==> src/rtl/lsu_agen_pkg.sv <==
// Package: shared field positions and the decoded control record for the
// load/store address generator. Assumes a 32-bit instruction word.
package lsu_agen_pkg;
    localparam int INSTR_W  = 32;
    localparam int REG_W    = 4;
    localparam int IMM_W    = 12;

    // Field positions that the decoder depends on
    localparam int POS_CLS_HI  = 27;
    localparam int POS_CLS_LO  = 26;
    localparam int POS_REGFORM = 25;
    localparam int POS_PRE     = 24;
    localparam int POS_UP      = 23;
    localparam int POS_BYTE    = 22;
    localparam int POS_WB      = 21;
    localparam int POS_LOAD    = 20;
    localparam int POS_RN_LO   = 16;
    localparam int POS_RM_LO   = 0;
    localparam int POS_SHBIT   = 4;

    localparam logic [1:0]       CLS_LDST = 2'b01;
    localparam logic [REG_W-1:0] PC_IDX   = '1;

    typedef struct packed {
        logic             hit;
        logic             reg_form;
        logic             pre;
        logic             up;
        logic             byte_acc;
        logic             wb_bit;
        logic             load;
        logic [REG_W-1:0] rn;
        logic [REG_W-1:0] rm;
        logic [IMM_W-1:0] imm;
    } agen_ctl_t;
endpackage

==> src/rtl/lsu_agen_decode.sv <==
// Module: lsu_agen_decode
// Splits the instruction word into the control record. Purely
// combinational. Assumes the caller gates the result with its own valid.
module lsu_agen_decode
    import lsu_agen_pkg::*;
(
    input  logic [INSTR_W-1:0] instr,
    output agen_ctl_t          ctl
);
    logic cls_ok;
    logic media_space;

    // Recognise the word/byte load-store class and exclude the space where
    // bit 25 and bit 4 are both set
    always_comb begin
        cls_ok      = (instr[POS_CLS_HI:POS_CLS_LO] == CLS_LDST);
        media_space = instr[POS_REGFORM] & instr[POS_SHBIT];
    end

    // Pull out each field into the record
    always_comb begin
        ctl.hit      = cls_ok & ~media_space;
        ctl.reg_form = instr[POS_REGFORM];
        ctl.pre      = instr[POS_PRE];
        ctl.up       = instr[POS_UP];
        ctl.byte_acc = instr[POS_BYTE];
        ctl.wb_bit   = instr[POS_WB];
        ctl.load     = instr[POS_LOAD];
        ctl.rn       = instr[POS_RN_LO +: REG_W];
        ctl.rm       = instr[POS_RM_LO +: REG_W];
        ctl.imm      = instr[IMM_W-1:0];
    end
endmodule

==> src/rtl/lsu_agen_addsub.sv <==
// Module: lsu_agen_addsub
// Modulo-2^W add or subtract of the offset to or from the base.
// SHARED = 1 uses one adder with an inverted operand and a carry-in.
// SHARED = 0 builds separate add and subtract paths and a final mux.
module lsu_agen_addsub #(
    parameter int W      = 32,
    parameter bit SHARED = 1'b1
) (
    input  logic [W-1:0] a,
    input  logic [W-1:0] b,
    input  logic         up,
    output logic [W-1:0] sum
);
    generate
        if (SHARED) begin : g_shared
            logic [W-1:0] b_eff;
            logic [W-1:0] cin;
            // Invert the offset and add one for subtraction
            always_comb begin
                b_eff = b ^ {W{~up}};
                cin   = {{(W-1){1'b0}}, ~up};
                sum   = a + b_eff + cin;
            end
        end else begin : g_split
            logic [W-1:0] s_add;
            logic [W-1:0] s_sub;
            // Two independent paths and a late select
            always_comb begin
                s_add = a + b;
                s_sub = a - b;
                sum   = up ? s_add : s_sub;
            end
        end
    endgenerate
endmodule

==> src/rtl/lsu_agen_select.sv <==
// Module: lsu_agen_select
// Picks the offset source and computes the sum. Chooses the access address
// and the writeback value by indexing form. Derives the translated and
// undefined-result flags. Combinational. Assumes W >= the immediate width.
module lsu_agen_select
    import lsu_agen_pkg::*;
#(
    parameter int W      = 32,
    parameter bit SHARED = 1'b1
) (
    input  agen_ctl_t    ctl,
    input  logic [W-1:0] base,
    input  logic [W-1:0] idx,
    input  logic         cond_pass,
    input  logic         valid,
    output logic [W-1:0] addr,
    output logic         wb_en,
    output logic [W-1:0] wb_val,
    output logic         user_xlat,
    output logic         unpred
);
    localparam int PAD_W = W - IMM_W;

    logic [W-1:0] offset;
    logic [W-1:0] sum;
    logic         wb_form;
    logic         rn_pc;
    logic         rm_pc;
    logic         rn_eq_rm;

    // Offset source: zero-extended immediate or pre-shifted index
    always_comb begin
        offset = ctl.reg_form ? idx : {{PAD_W{1'b0}}, ctl.imm};
    end

    lsu_agen_addsub #(.W(W), .SHARED(SHARED)) u_addsub (
        .a   (base),
        .b   (offset),
        .up  (ctl.up),
        .sum (sum)
    );

    // Indexing form decides which value addresses memory and whether
    // the base is updated
    always_comb begin
        wb_form = ~ctl.pre | ctl.wb_bit;
        addr    = ctl.pre ? sum : base;
        wb_val  = sum;
        wb_en   = valid & ctl.hit & cond_pass & wb_form;
    end

    // Translated-access and undefined-operand flags
    always_comb begin
        rn_pc     = (ctl.rn == PC_IDX);
        rm_pc     = (ctl.rm == PC_IDX);
        rn_eq_rm  = (ctl.rn == ctl.rm);
        user_xlat = ctl.hit & ~ctl.pre & ctl.wb_bit;
        unpred    = ctl.hit & ((wb_form & rn_pc)
                             | (ctl.reg_form & rm_pc)
                             | (ctl.reg_form & wb_form & rn_eq_rm));
    end
endmodule

==> src/rtl/lsu_agen.sv <==
// Module: lsu_agen (top)
// Address generator for word and unsigned-byte loads and stores. Decodes
// the instruction, computes address and writeback, and registers all
// results once. Assumes the index input is already scaled by an external
// shifter and that the condition is evaluated elsewhere. Synchronous,
// active-low reset clears every output.
module lsu_agen
    import lsu_agen_pkg::*;
#(
    parameter int DATA_W       = 32,
    parameter bit SHARED_ADDER = 1'b1
) (
    input  logic              clk,
    input  logic              rst_n,
    input  logic              in_valid,
    input  logic [31:0]       instr,
    input  logic [DATA_W-1:0] base_val,
    input  logic [DATA_W-1:0] index_val,
    input  logic              cond_pass,
    output logic              out_valid,
    output logic              hit,
    output logic [DATA_W-1:0] addr,
    output logic              wb_en,
    output logic [DATA_W-1:0] wb_val,
    output logic              is_load,
    output logic              is_byte,
    output logic              user_xlat,
    output logic              unpred
);
    agen_ctl_t         ctl;
    logic [DATA_W-1:0] c_addr;
    logic [DATA_W-1:0] c_wbv;
    logic              c_wben;
    logic              c_user;
    logic              c_unp;

    lsu_agen_decode u_dec (
        .instr (instr),
        .ctl   (ctl)
    );

    lsu_agen_select #(.W(DATA_W), .SHARED(SHARED_ADDER)) u_sel (
        .ctl       (ctl),
        .base      (base_val),
        .idx       (index_val),
        .cond_pass (cond_pass),
        .valid     (in_valid),
        .addr      (c_addr),
        .wb_en     (c_wben),
        .wb_val    (c_wbv),
        .user_xlat (c_user),
        .unpred    (c_unp)
    );

    // Valid and writeback strobe: cleared on reset and on idle cycles
    always_ff @(posedge clk) begin
        if (!rst_n) begin
            out_valid <= 1'b0;
            wb_en     <= 1'b0;
        end else begin
            out_valid <= in_valid;
            wb_en     <= c_wben;
        end
    end

    // Result payload: captured on a valid cycle, held otherwise
    always_ff @(posedge clk) begin
        if (!rst_n) begin
            hit       <= 1'b0;
            addr      <= '0;
            wb_val    <= '0;
            is_load   <= 1'b0;
            is_byte   <= 1'b0;
            user_xlat <= 1'b0;
            unpred    <= 1'b0;
        end else if (in_valid) begin
            hit       <= ctl.hit;
            addr      <= c_addr;
            wb_val    <= c_wbv;
            is_load   <= ctl.load;
            is_byte   <= ctl.byte_acc;
            user_xlat <= c_user;
            unpred    <= c_unp;
        end
    end
endmodule

==> config.mk <==
export PLATFORM = sky130hd
export DESIGN_NAME = lsu_agen
export DESIGN_NICKNAME = d
export VERILOG_FILES = /design/src/rtl/lsu_agen_pkg.sv /design/src/rtl/lsu_agen_decode.sv /design/src/rtl/lsu_agen_addsub.sv /design/src/rtl/lsu_agen_select.sv /design/src/rtl/lsu_agen.sv
export SDC_FILE = /design/constraint.sdc
export NUM_CORES = 1
export LEC_CHECK = 0
export BUFFER_PORTS_ARGS = -buffer_cell sky130_fd_sc_hd__buf_2
export CAP_MARGIN = 25
export CORE_AREA = 2 2 77 134
export DETAILED_ROUTE_END_ITERATION = 10
export DIE_AREA = 0 0 79 136
export PLACE_DENSITY_LB_ADDON = 0.3
export SLEW_MARGIN = 20
export SYNTH_ARGS = -nofsm -noshare
export SYNTH_HDL_FRONTEND = slang
export SYNTH_SLANG_ARGS = --single-unit
==> constraint.sdc <==
create_clock -name clk -period 7.1 [get_ports clk]
set_input_delay 0.71 -clock clk [delete_from_list [all_inputs] [get_ports clk]]
set_output_delay 0.71 -clock clk [all_outputs]
set_load 0.02 [all_outputs]
==> results of run 1 <==
==> power by group <==
part | total, W | internal [W] | switching [W]
clock | 0.000440 | 0.000258 | 0.000182
combinational | 0.000609 | 0.000230 | 0.000378
sequential | 0.000469 | 0.000447 | 0.0000228
total | 0.00152 | 0.000935 | 0.000583
==> layout make-up <==
type | count | area share
clock buffer | 11 | 0.0399
clock inverter | 5 | 0.00612
inverter | 13 | 0.00770
tap | 125 | 0.0247
multi-input combinational | 519 | 0.565
sequential | 71 | 0.224
timing repair buffer | 166 | 0.133
==> through the flow <==
stage          power (W)  hold slack [ps]  setup WS (ps)  std cells
5_1_grt          0.00160              482           2900        910
3_5_place_dp     0.00108              456           2740        894
4_1_cts          0.00152              465           3060        910
2_1_floorplan   0.000897              541           3440        645
6_report         0.00152              463           3000        910
3_3_place_gp     0.00107              454           2770        894
==> cells by family after synthesis <==
group	Yosys count	synth area share
buffers and inverters	55	0.0413
XOR/XNOR	67	0.113
AO/OA/AOI/OAI	175	0.223
multiplexers	43	0.0837
flip-flops	71	0.273
AND/OR/NAND/NOR	200	0.184
adder cells (fa/ha/maj)	34	0.0830
==> state kept, by name (all words and copies together), names as in the netlist <==
signal,count
wb_val,32
hit,1
is_byte,1
wb_en,1
addr,32
unpred,1
user_xlat,1
out_valid,1
is_load,1
==> cell usage in the layout, fill, tap and decap left out, types with 4 or more instances in the layout <==
| cell type | instances |
|---|---|
| o211ai_1 | 5 |
| nor2b_1 | 8 |
| ha_1 | 33 |
| buf_4 | 4 |
| nand2_1 | 57 |
| mux2i_1 | 41 |
| a21o_1 | 6 |
| a211oi_1 | 15 |
| and3_1 | 5 |
| nor3_1 | 10 |
| dfxtp_1 | 71 |
| nand2b_1 | 6 |
| a21oi_1 | 59 |
| a31oi_1 | 4 |
| a22o_1 | 4 |
| clkbuf_16 | 9 |
| xnor2_1 | 28 |
| nor2_1 | 61 |
| nand3_1 | 21 |
| o21ai_0 | 39 |
| nand4_1 | 10 |
| o221ai_1 | 7 |
| xor2_1 | 39 |
| buf_2 | 162 |
| inv_1 | 12 |
==> worst register-to-register path: cells and delay by family (launching register included) <==
kind,cells,cell delay (ps)
simple gates,1,130
flops,1,310
compound gates,1,310
==> cell usage after synthesis (3+ instances only) <==
| master | n |
|---|---|
| a211oi_1 | 15 |
| or2_2 | 3 |
| a32o_1 | 3 |
| a211o_1 | 3 |
| clkbuf_1 | 33 |
| a31oi_1 | 4 |
| xnor2_1 | 28 |
| ha_1 | 33 |
| xor2_1 | 39 |
| o21ai_0 | 39 |
| nand4_1 | 10 |
| nor4_1 | 3 |
| o211ai_1 | 5 |
| buf_1 | 7 |
| o21a_1 | 3 |
| nand2_1 | 57 |
| nor2_1 | 61 |
| a21o_1 | 6 |
| inv_1 | 12 |
| a221o_1 | 3 |
| nand2b_1 | 6 |
| a22o_1 | 4 |
| nor3_1 | 10 |
| and3_1 | 5 |
| nand3_1 | 21 |
| nor2b_1 | 8 |
| mux2i_1 | 41 |
| a21oi_1 | 59 |
| o221ai_1 | 7 |
| dfxtp_1 | 71 |
==> layer usage <==
metal,share of wire,vias up,track usage
li1,-,2590,-
met4,0.048,0,0.165
met1,0.36,2462,0.318
met2,0.55,198,0.603
met5,0,-,0
met3,0.043,52,0.0425
==> worst paths after layout <==
check / depth (start not counted) / to / slack, ps / start
setup / recovery: 12 / wb_val[20] / 3000 / instr[25]
hold / removal: 2 / hit / 460 / hit
setup reg to reg: 2 / addr[16] / 6240 / addr[16]
hold reg to reg: 2 / hit / 460 / hit
==> out/qor.csv, run 1 <==
metric,value,unit
PwrDens,239,mW/mm^2
drt via density,5.83,
"Cell Area, Synth",0.00522,mm^2
yosys warns,0,
setup bufs post-CTS,0,
crit path cell chain,buf_2 -> mux2i_1 -> xor2_1 -> ha_1 -> nor2b_1 -> o311a_1 -> o21ai_0 -> a211o_1 -> a211o_1 -> nor3b_1 -> a21oi_1 -> a32o_1,
Synth Flop Type,dfxtp_1,
row count,48,
cell seen most often among critical-path stages,a211o_1,
fin crit share,0.578,
Worst Setup End Kind,register,
Required @ worst endpoint,7320,ps
Bufs and invs on worst path,1,
"top cells by area, synth","dfxtp_1, ha_1, mux2i_1",
CP arrival,4320,ps
Starting Density,0.536,
Seq cells post-synth,71,
CTS buffer count,9,
max incr delay on CP,660,ps
worst-path maximum fanout,35,
final core occ,0.651,
Total GRT Usage,0.313,
CTS root buf,clkbuf_16,
gr ovfl total,0,
Setup TNS,0,ps
gpl congestion,0.934,
largest net degree at the start of global routing,53,
Worst Hold Class,reg2reg,
RSZ-0062 raised after global routing,no,
DP Area,0.00605,mm^2
# setup viols final,0,
Yosys cell types,68,
PostCTS Resize Cnt,0,
Startpoint Class,primary input,
area of the multi-input gates,0.00358,mm^2
cell family with most CP delay,compound AO/OA/AOI/OAI gates,
Clock Sinks,71,
Sequential Area,0.00142,mm^2
Crit Path Class,in2reg,
initial antenna violation count,0,
Yosys top cell by area,dfxtp_1,
diode count,0,
die area,0.0107,mm^2
status,"complete, no violations",
CTS tree,built,
Yosys top cell area share,0.273,
Rel. slew slack,0.305,
Final ANT Viol Nets,0,
Clock Tree Buf Depth,2,
Final Hold Vio Count,0,
Finished Cell Area,0.00634,mm^2
global-route wire length before repair,26200,um
Leak,2.98,nW
PortBufs,162,
Via Count,5302,
drt pass-1 iters,7,
Total Nets Final,914,
post-synth net total,779,
worst-margin pin slew,1040,ps
Final Critical Period,4100,ps
Die X,79,um
core area,0.00973,mm^2
# hold bufs at CTS,0,
Max Slew Vio Count,0,
Starting DRT DRC Count,234,
Post-synth ARST share,0,
Syn-to-layout area delta,21.5,%
final wirelength,17000,um
Die Y,136,um
fraction of layout cells with a size suffix above 1,0.254,
number of global-route vias before repair,5305,
Worst-path clk slew,60,ps
worst-skew pair later-pin latency,330,ps
HPWL after DPL,13300,um
Max VDD drop,0.000175,V
htree depth,3,
syn_area_per_cell,8.09,um^2
sequential element share of the synthesized area,0.273,
fmax,0.244,GHz
cells after synthesis,645,
DRC,0,
I/O pins,171,
Filler Cell Count,871,
slowest library cell on the worst path,buf_2,
number of max-cap violations,0,
Avg WL per Cell,18.7,um
Post-synth EDFFs,0,
Clock Skew,0,ps
Power figures use the tool's default switching activity.
==> run 2, diff against run 1 <==
--- a/config.mk
+++ b/config.mk
@@ -7,9 +7,9 @@
 export LEC_CHECK = 0
 export BUFFER_PORTS_ARGS = -buffer_cell sky130_fd_sc_hd__buf_2
 export CAP_MARGIN = 25
-export CORE_AREA = 2 2 77 134
+export CORE_AREA = 2 2 79 138
 export DETAILED_ROUTE_END_ITERATION = 10
-export DIE_AREA = 0 0 79 136
+export DIE_AREA = 0 0 81 140
 export PLACE_DENSITY_LB_ADDON = 0.3
 export SLEW_MARGIN = 20
 export SYNTH_ARGS = -nofsm -noshare
==> constraint.sdc (replaced) <==
create_clock -name clk -period 3.8 [get_ports clk]
set_input_delay 0.38 -clock clk [delete_from_list [all_inputs] [get_ports clk]]
set_output_delay 0.38 -clock clk [all_outputs]
set_load 0.02 [all_outputs]
==> run 2 against run 1 <==
Effect of this change:
- sequential power increased by 87%
- core utilization decreased by 1.7 points
- worst hold slack got worse by 190 ps
- critical path depth increased by 1
- total power increased by 90%
- register-to-register slack got worse by 3300 ps
- via count increased by 3.0%
- setup slack got worse by 2600 ps
- wire length increased by 3.9%
- critical path type unchanged
- largest cell class unchanged
- highest routed layer unchanged
==> out/qor.csv, run 2 (synthesis results as in run 1) <==
metric,value,unit,change
status,"complete, no violations",,
final wirelength,17700,um,+3.9%
htree depth,3,,unchanged
placed cells,910,,+1.8%
Required @ worst endpoint,4010,ps,-3310 ps
worst-skew pair later-pin latency,340,ps,about the same
CTS buffer count,9,,unchanged
Setup TNS,0,ps,unchanged
Worst Setup End Kind,register,,
drt pass-1 iters,5,,-2
Leak,3.04,nW,+2.0%
drt via density,5.90,,+1.2%
Final Critical Period,3380,ps,
number of global-route vias before repair,5470,,+3.1%
biggest regs,"addr: 32 flops, wb_val: 32 flops",,
initial antenna violation count,0,,unchanged
Clock Sinks,71,,unchanged
Die Y,140,um,+2.9%
"commonest cells after routing, fill and taps aside","buf_2, dfxtp_1, nor2_1",,
DRC,0,,unchanged
# hold bufs at CTS,0,,unchanged
fmax,0.296,GHz,
total power,0.00288,W,+90%
diode count,0,,unchanged
Rel. slew slack,0.429,,+0.124
Max Slew Vio Count,0,,unchanged
Starting DRT DRC Count,269,,+15%
Avg WL per Cell,19.1,um,+2.1%
Total GRT Usage,0.314,,+0.000317
Final ANT Viol Nets,0,,unchanged
I/O pins,171,,unchanged
Max VDD drop,0.000252,V,+44%
die area,0.0113,mm^2,+5.5%
CTS tree,built,,
CTS root buf,clkbuf_16,,
Die X,81,um,+2.5%
core area,0.0102,mm^2,+4.6%
CP arrival,3590,ps,-730 ps
Crit Path Class,in2reg,,
Starting Density,0.512,,-0.0236
Worst Hold Class,in2reg,,
global-route wire length before repair,27300,um,+4.5%
Startpoint Class,primary input,,
row count,49,,+2.1%
RSZ-0062 raised after global routing,no,,
setup bufs post-CTS,0,,unchanged
final cell count without fillers,926,,+1.8%
HPWL after DPL,14000,um,+5.8%
fin crit share,0.890,,
Total Nets Final,928,,+1.5%
PortBufs,162,,unchanged
worst-margin pin slew,856,ps,-187 ps
Final Hold Vio Count,0,,unchanged
gpl congestion,0.933,,about the same
fraction of layout cells with a size suffix above 1,0.267,,+0.0131
number of max-cap violations,0,,unchanged
Syn-to-layout area delta,23.8,%,
worst-path maximum fanout,15,,-57%
Clock Tree Buf Depth,2,,unchanged
largest net degree at the start of global routing,49,,-7.5%
gr ovfl total,0,,unchanged
PostCTS Resize Cnt,0,,unchanged
PwrDens,446,mW/mm^2,+86%
Min Hold Slack,270,ps,-193 ps
Worst-path clk slew,60,ps,about the same
Clock Skew,0,ps,unchanged
# setup viols final,0,,unchanged
Filler Cell Count,938,,+7.7%
Via Count,5462,,+3.0%
"most common cell after layout, fill and taps aside",buf_2,,
==> run 2: cell types whose count changed in the layout (fill, tap and decap cells not counted) <==
cell,change
inv_6,+1
clkinv_4,-1
clkbuf_8,-2
clkinv_8,+1
buf_4,+13
clkinv_2,-1
buf_12,+1
clkinvlp_4,+2
==> run 2: metrics by stage <==
| step | utilization | worst slack (ps) | cell area [um^2] |
|---|---|---|---|
| final | 0.634 | 417 | 6460 |
| after global routing | 0.634 | 154 | 6460 |
| after CTS | 0.634 | 514 | 6460 |
| after detailed placement | 0.606 | 178 | 6170 |
| after global placement | 0.606 | 232 | 6170 |
| after floorplan | - | 469 | 5220 |
==> run 2: layout make-up <==
class                           instances  area [um^2]  share of cell area
Clock buffer                            9          225              0.0349
Clock inverter                          7         65.1              0.0101
Inverter                               13         48.8             0.00756
Multi-Input combinational cell        519         3580               0.554
Sequential cell                        71         1420               0.220
Tap cell                              127          159              0.0246
Timing Repair Buffer                  180          958               0.148
==> run 2: report_power, final <==
group | switching, W | internal, W | leakage [nW]
logic | 0.000723 | 0.000451 | 2.32
clock network | 0.000370 | 0.000454 | 0.132
registers | 0.0000445 | 0.000834 | 0.587
==> run 2: path summary, 6_finish.rpt <==
path         cells after the start       end       from  slack (ps)
max                             13  addr[24]  instr[25]         420
min                              3     wb_en  cond_pass         270
max reg2reg                      2  addr[18]   addr[18]        2930
min reg2reg                      2       hit        hit         470
==> run 2: layer usage <==
metal  up-vias  wire length (um)  track usage
met4         0              1100        0.193
met3        64               865       0.0522
li1       2626                 -            -
met1      2538              6240        0.313
met5         -                 0            0
met2       234              9490        0.579
==> run 2: critical path: stages <==
cell,delay (ps)
buf_2,280
buf_4,300
mux2i_1,250
xor2_1,170
ha_1,310
a21oi_1,230
nand2_1,80
o21ai_0,270
a211o_1,310
nand2_1,180
a211oi_1,530
xnor2_1,190
a21oi_1,90
==> run 3, diff against run 2 <==
==> constraint.sdc (replaced) <==
create_clock -name clk -period 3.8 [get_ports clk]
set_input_delay 0 -clock clk [delete_from_list [all_inputs] [get_ports clk]]
set_output_delay 0 -clock clk [all_outputs]
set_load 0.02 [all_outputs]
==> run 3 against run 2 <==
Effect of this change:
- total power is 0.40% lower
- flip-flop and latch count stayed put
- combinational power hardly changed
- non-clock buffer count is 4 higher
- critical path type unchanged
- final area is 0.89% higher
- global-route usage is 0.17 points lower
- critical path depth stayed put
- highest routed layer unchanged
- clock skew stayed put
- wire length is 0.66% lower
- core utilization is 0.57 points higher
- register-to-register slack hardly changed
- first-iteration DRC count is 12% lower
==> out/qor.csv, run 3 (synthesis results as in run 1) <==
metric,value,unit,change
Filler Cell Count,942,,+0.43%
drt via density,5.84,,-0.98%
Final Critical Period,2950,ps,-429 ps
number of max-cap violations,0,,unchanged
Finished Cell Area,0.00651,mm^2,+0.89%
Total GRT Usage,0.312,,-0.00173
Via Count,5432,,-0.55%
Crit Path Class,in2reg,,
# setup viols final,0,,unchanged
Max VDD drop,0.000262,V,+3.9%
Clock Tree Buf Depth,2,,unchanged
PostCTS Resize Cnt,0,,unchanged
PwrDens,440,mW/mm^2,-1.3%
biggest regs,"addr: 32 flops, wb_val: 32 flops",,
total power,0.00287,W,-0.40%
Required @ worst endpoint,4030,ps,+20 ps
largest net degree at the start of global routing,61,,+24%
CTS tree,built,,
diode count,0,,unchanged
Setup TNS,0,ps,unchanged
final cell count without fillers,930,,+0.43%
Starting Density,0.512,,unchanged
"commonest cells after routing, fill and taps aside","buf_2, dfxtp_1, nor2_1",,
area of the multi-input gates,0.00358,mm^2,unchanged
DP Area,0.00610,mm^2,-1.1%
Die Y,140,um,unchanged
HPWL after DPL,13700,um,-2.6%
Startpoint Class,primary input,,
Clock Sinks,71,,unchanged
global-route wire length before repair,27100,um,-0.71%
CTS buffer count,9,,unchanged
Sequential Area,0.00142,mm^2,unchanged
Worst Setup End Kind,register,,
die area,0.0113,mm^2,unchanged
Syn-to-layout area delta,24.9,%,
Avg WL per Cell,18.9,um,-1.1%
Leak,3.06,nW,+0.46%
Starting DRT DRC Count,238,,-12%
Total Nets Final,932,,+0.43%
worst-path maximum fanout,15,,unchanged
I/O pins,171,,unchanged
RSZ-0062 raised after global routing,no,,
initial antenna violation count,0,,unchanged
gpl congestion,0.912,,-2.3%
CTS root buf,clkbuf_16,,
final core occ,0.640,,+0.00566
status,"complete, no violations",,
fin crit share,0.777,,-0.113
# hold bufs at CTS,13,,+13
fmax,0.338,GHz,+15%
Rel. slew slack,0.439,,+0.0100
CP arrival,3180,ps,-410 ps
"most common cell after layout, fill and taps aside",buf_2,,
htree depth,3,,unchanged
drt pass-1 iters,6,,+1
Die X,81,um,unchanged
Worst Hold Class,in2reg,,
Final ANT Viol Nets,0,,unchanged
worst-skew pair later-pin latency,340,ps,about the same
Final Hold Vio Count,0,,unchanged
number of global-route vias before repair,5441,,-0.53%
Max Slew Vio Count,0,,unchanged
fraction of layout cells with a size suffix above 1,0.254,,-0.0125
Worst-path clk slew,60,ps,about the same
gr ovfl total,0,,unchanged
core area,0.0102,mm^2,unchanged
DRC,0,,unchanged
Clock Skew,0,ps,unchanged
worst-margin pin slew,841,ps,-15.0 ps
row count,49,,unchanged
setup bufs post-CTS,0,,unchanged
placed cells,901,,-0.99%
final wirelength,17600,um,-0.66%
PortBufs,162,,unchanged
## run 3: final cells by class
type                    instances  share of cell area
inverters                      13             0.00749
well taps                     127              0.0244
clock inverters                 7             0.00922
repair buffers                184               0.157
multi-input cells             519               0.549
clock buffers                   9              0.0346
flip-flops and latches         71               0.218
## run 3: path summary, 6_finish.rpt
path / from / end / slack (ps) / depth (start not counted)
max reg2reg: addr[18] / addr[18] / 2920 / 2
min reg2reg: hit / hit / 480 / 2
max: instr[25] / wb_val[25] / 850 / 13
min: base_val[21] / addr[21] / 2 / 3
## run 3: through the flow
step | hold slack [ps] | worst slack (ps)
after global placement | 234 | 613
final | 1.94 | 846
after CTS | 4.20 | 879
after global routing | 29.6 | 578
after floorplan | 126 | 849
after detailed placement | 244 | 522
## run 3: power breakdown
group | switching (W) | total (W) | internal [W] | leakage (nW)
Clock | 0.000376 | 0.000829 | 0.000454 | 0.131
Combinational | 0.000713 | 0.00116 | 0.000446 | 2.34
Sequential | 0.0000436 | 0.000878 | 0.000834 | 0.587
## run 3: routing by layer
layer  share of wire  vias to the layer above  global-route usage  wire length (um)
li1                -                     2634                   -                 -
met1            0.36                     2537               0.324              6370
met2            0.53                      200               0.568              9360
met3           0.043                       61              0.0412               753
met4           0.062                        0               0.194              1080
met5               0                        -                   0                 0
## run 3: worst max-delay path: stages
cell and delay [ps]:
buf_2 280, buf_4 300, nand2_1 110, xor2_1 330, ha_1 330, nand2_1 270
nor3_1 90, a221oi_1 350, o211ai_1 200, a31oi_4 290, o21ai_2 140, nor4b_4 140
a311o_1 340
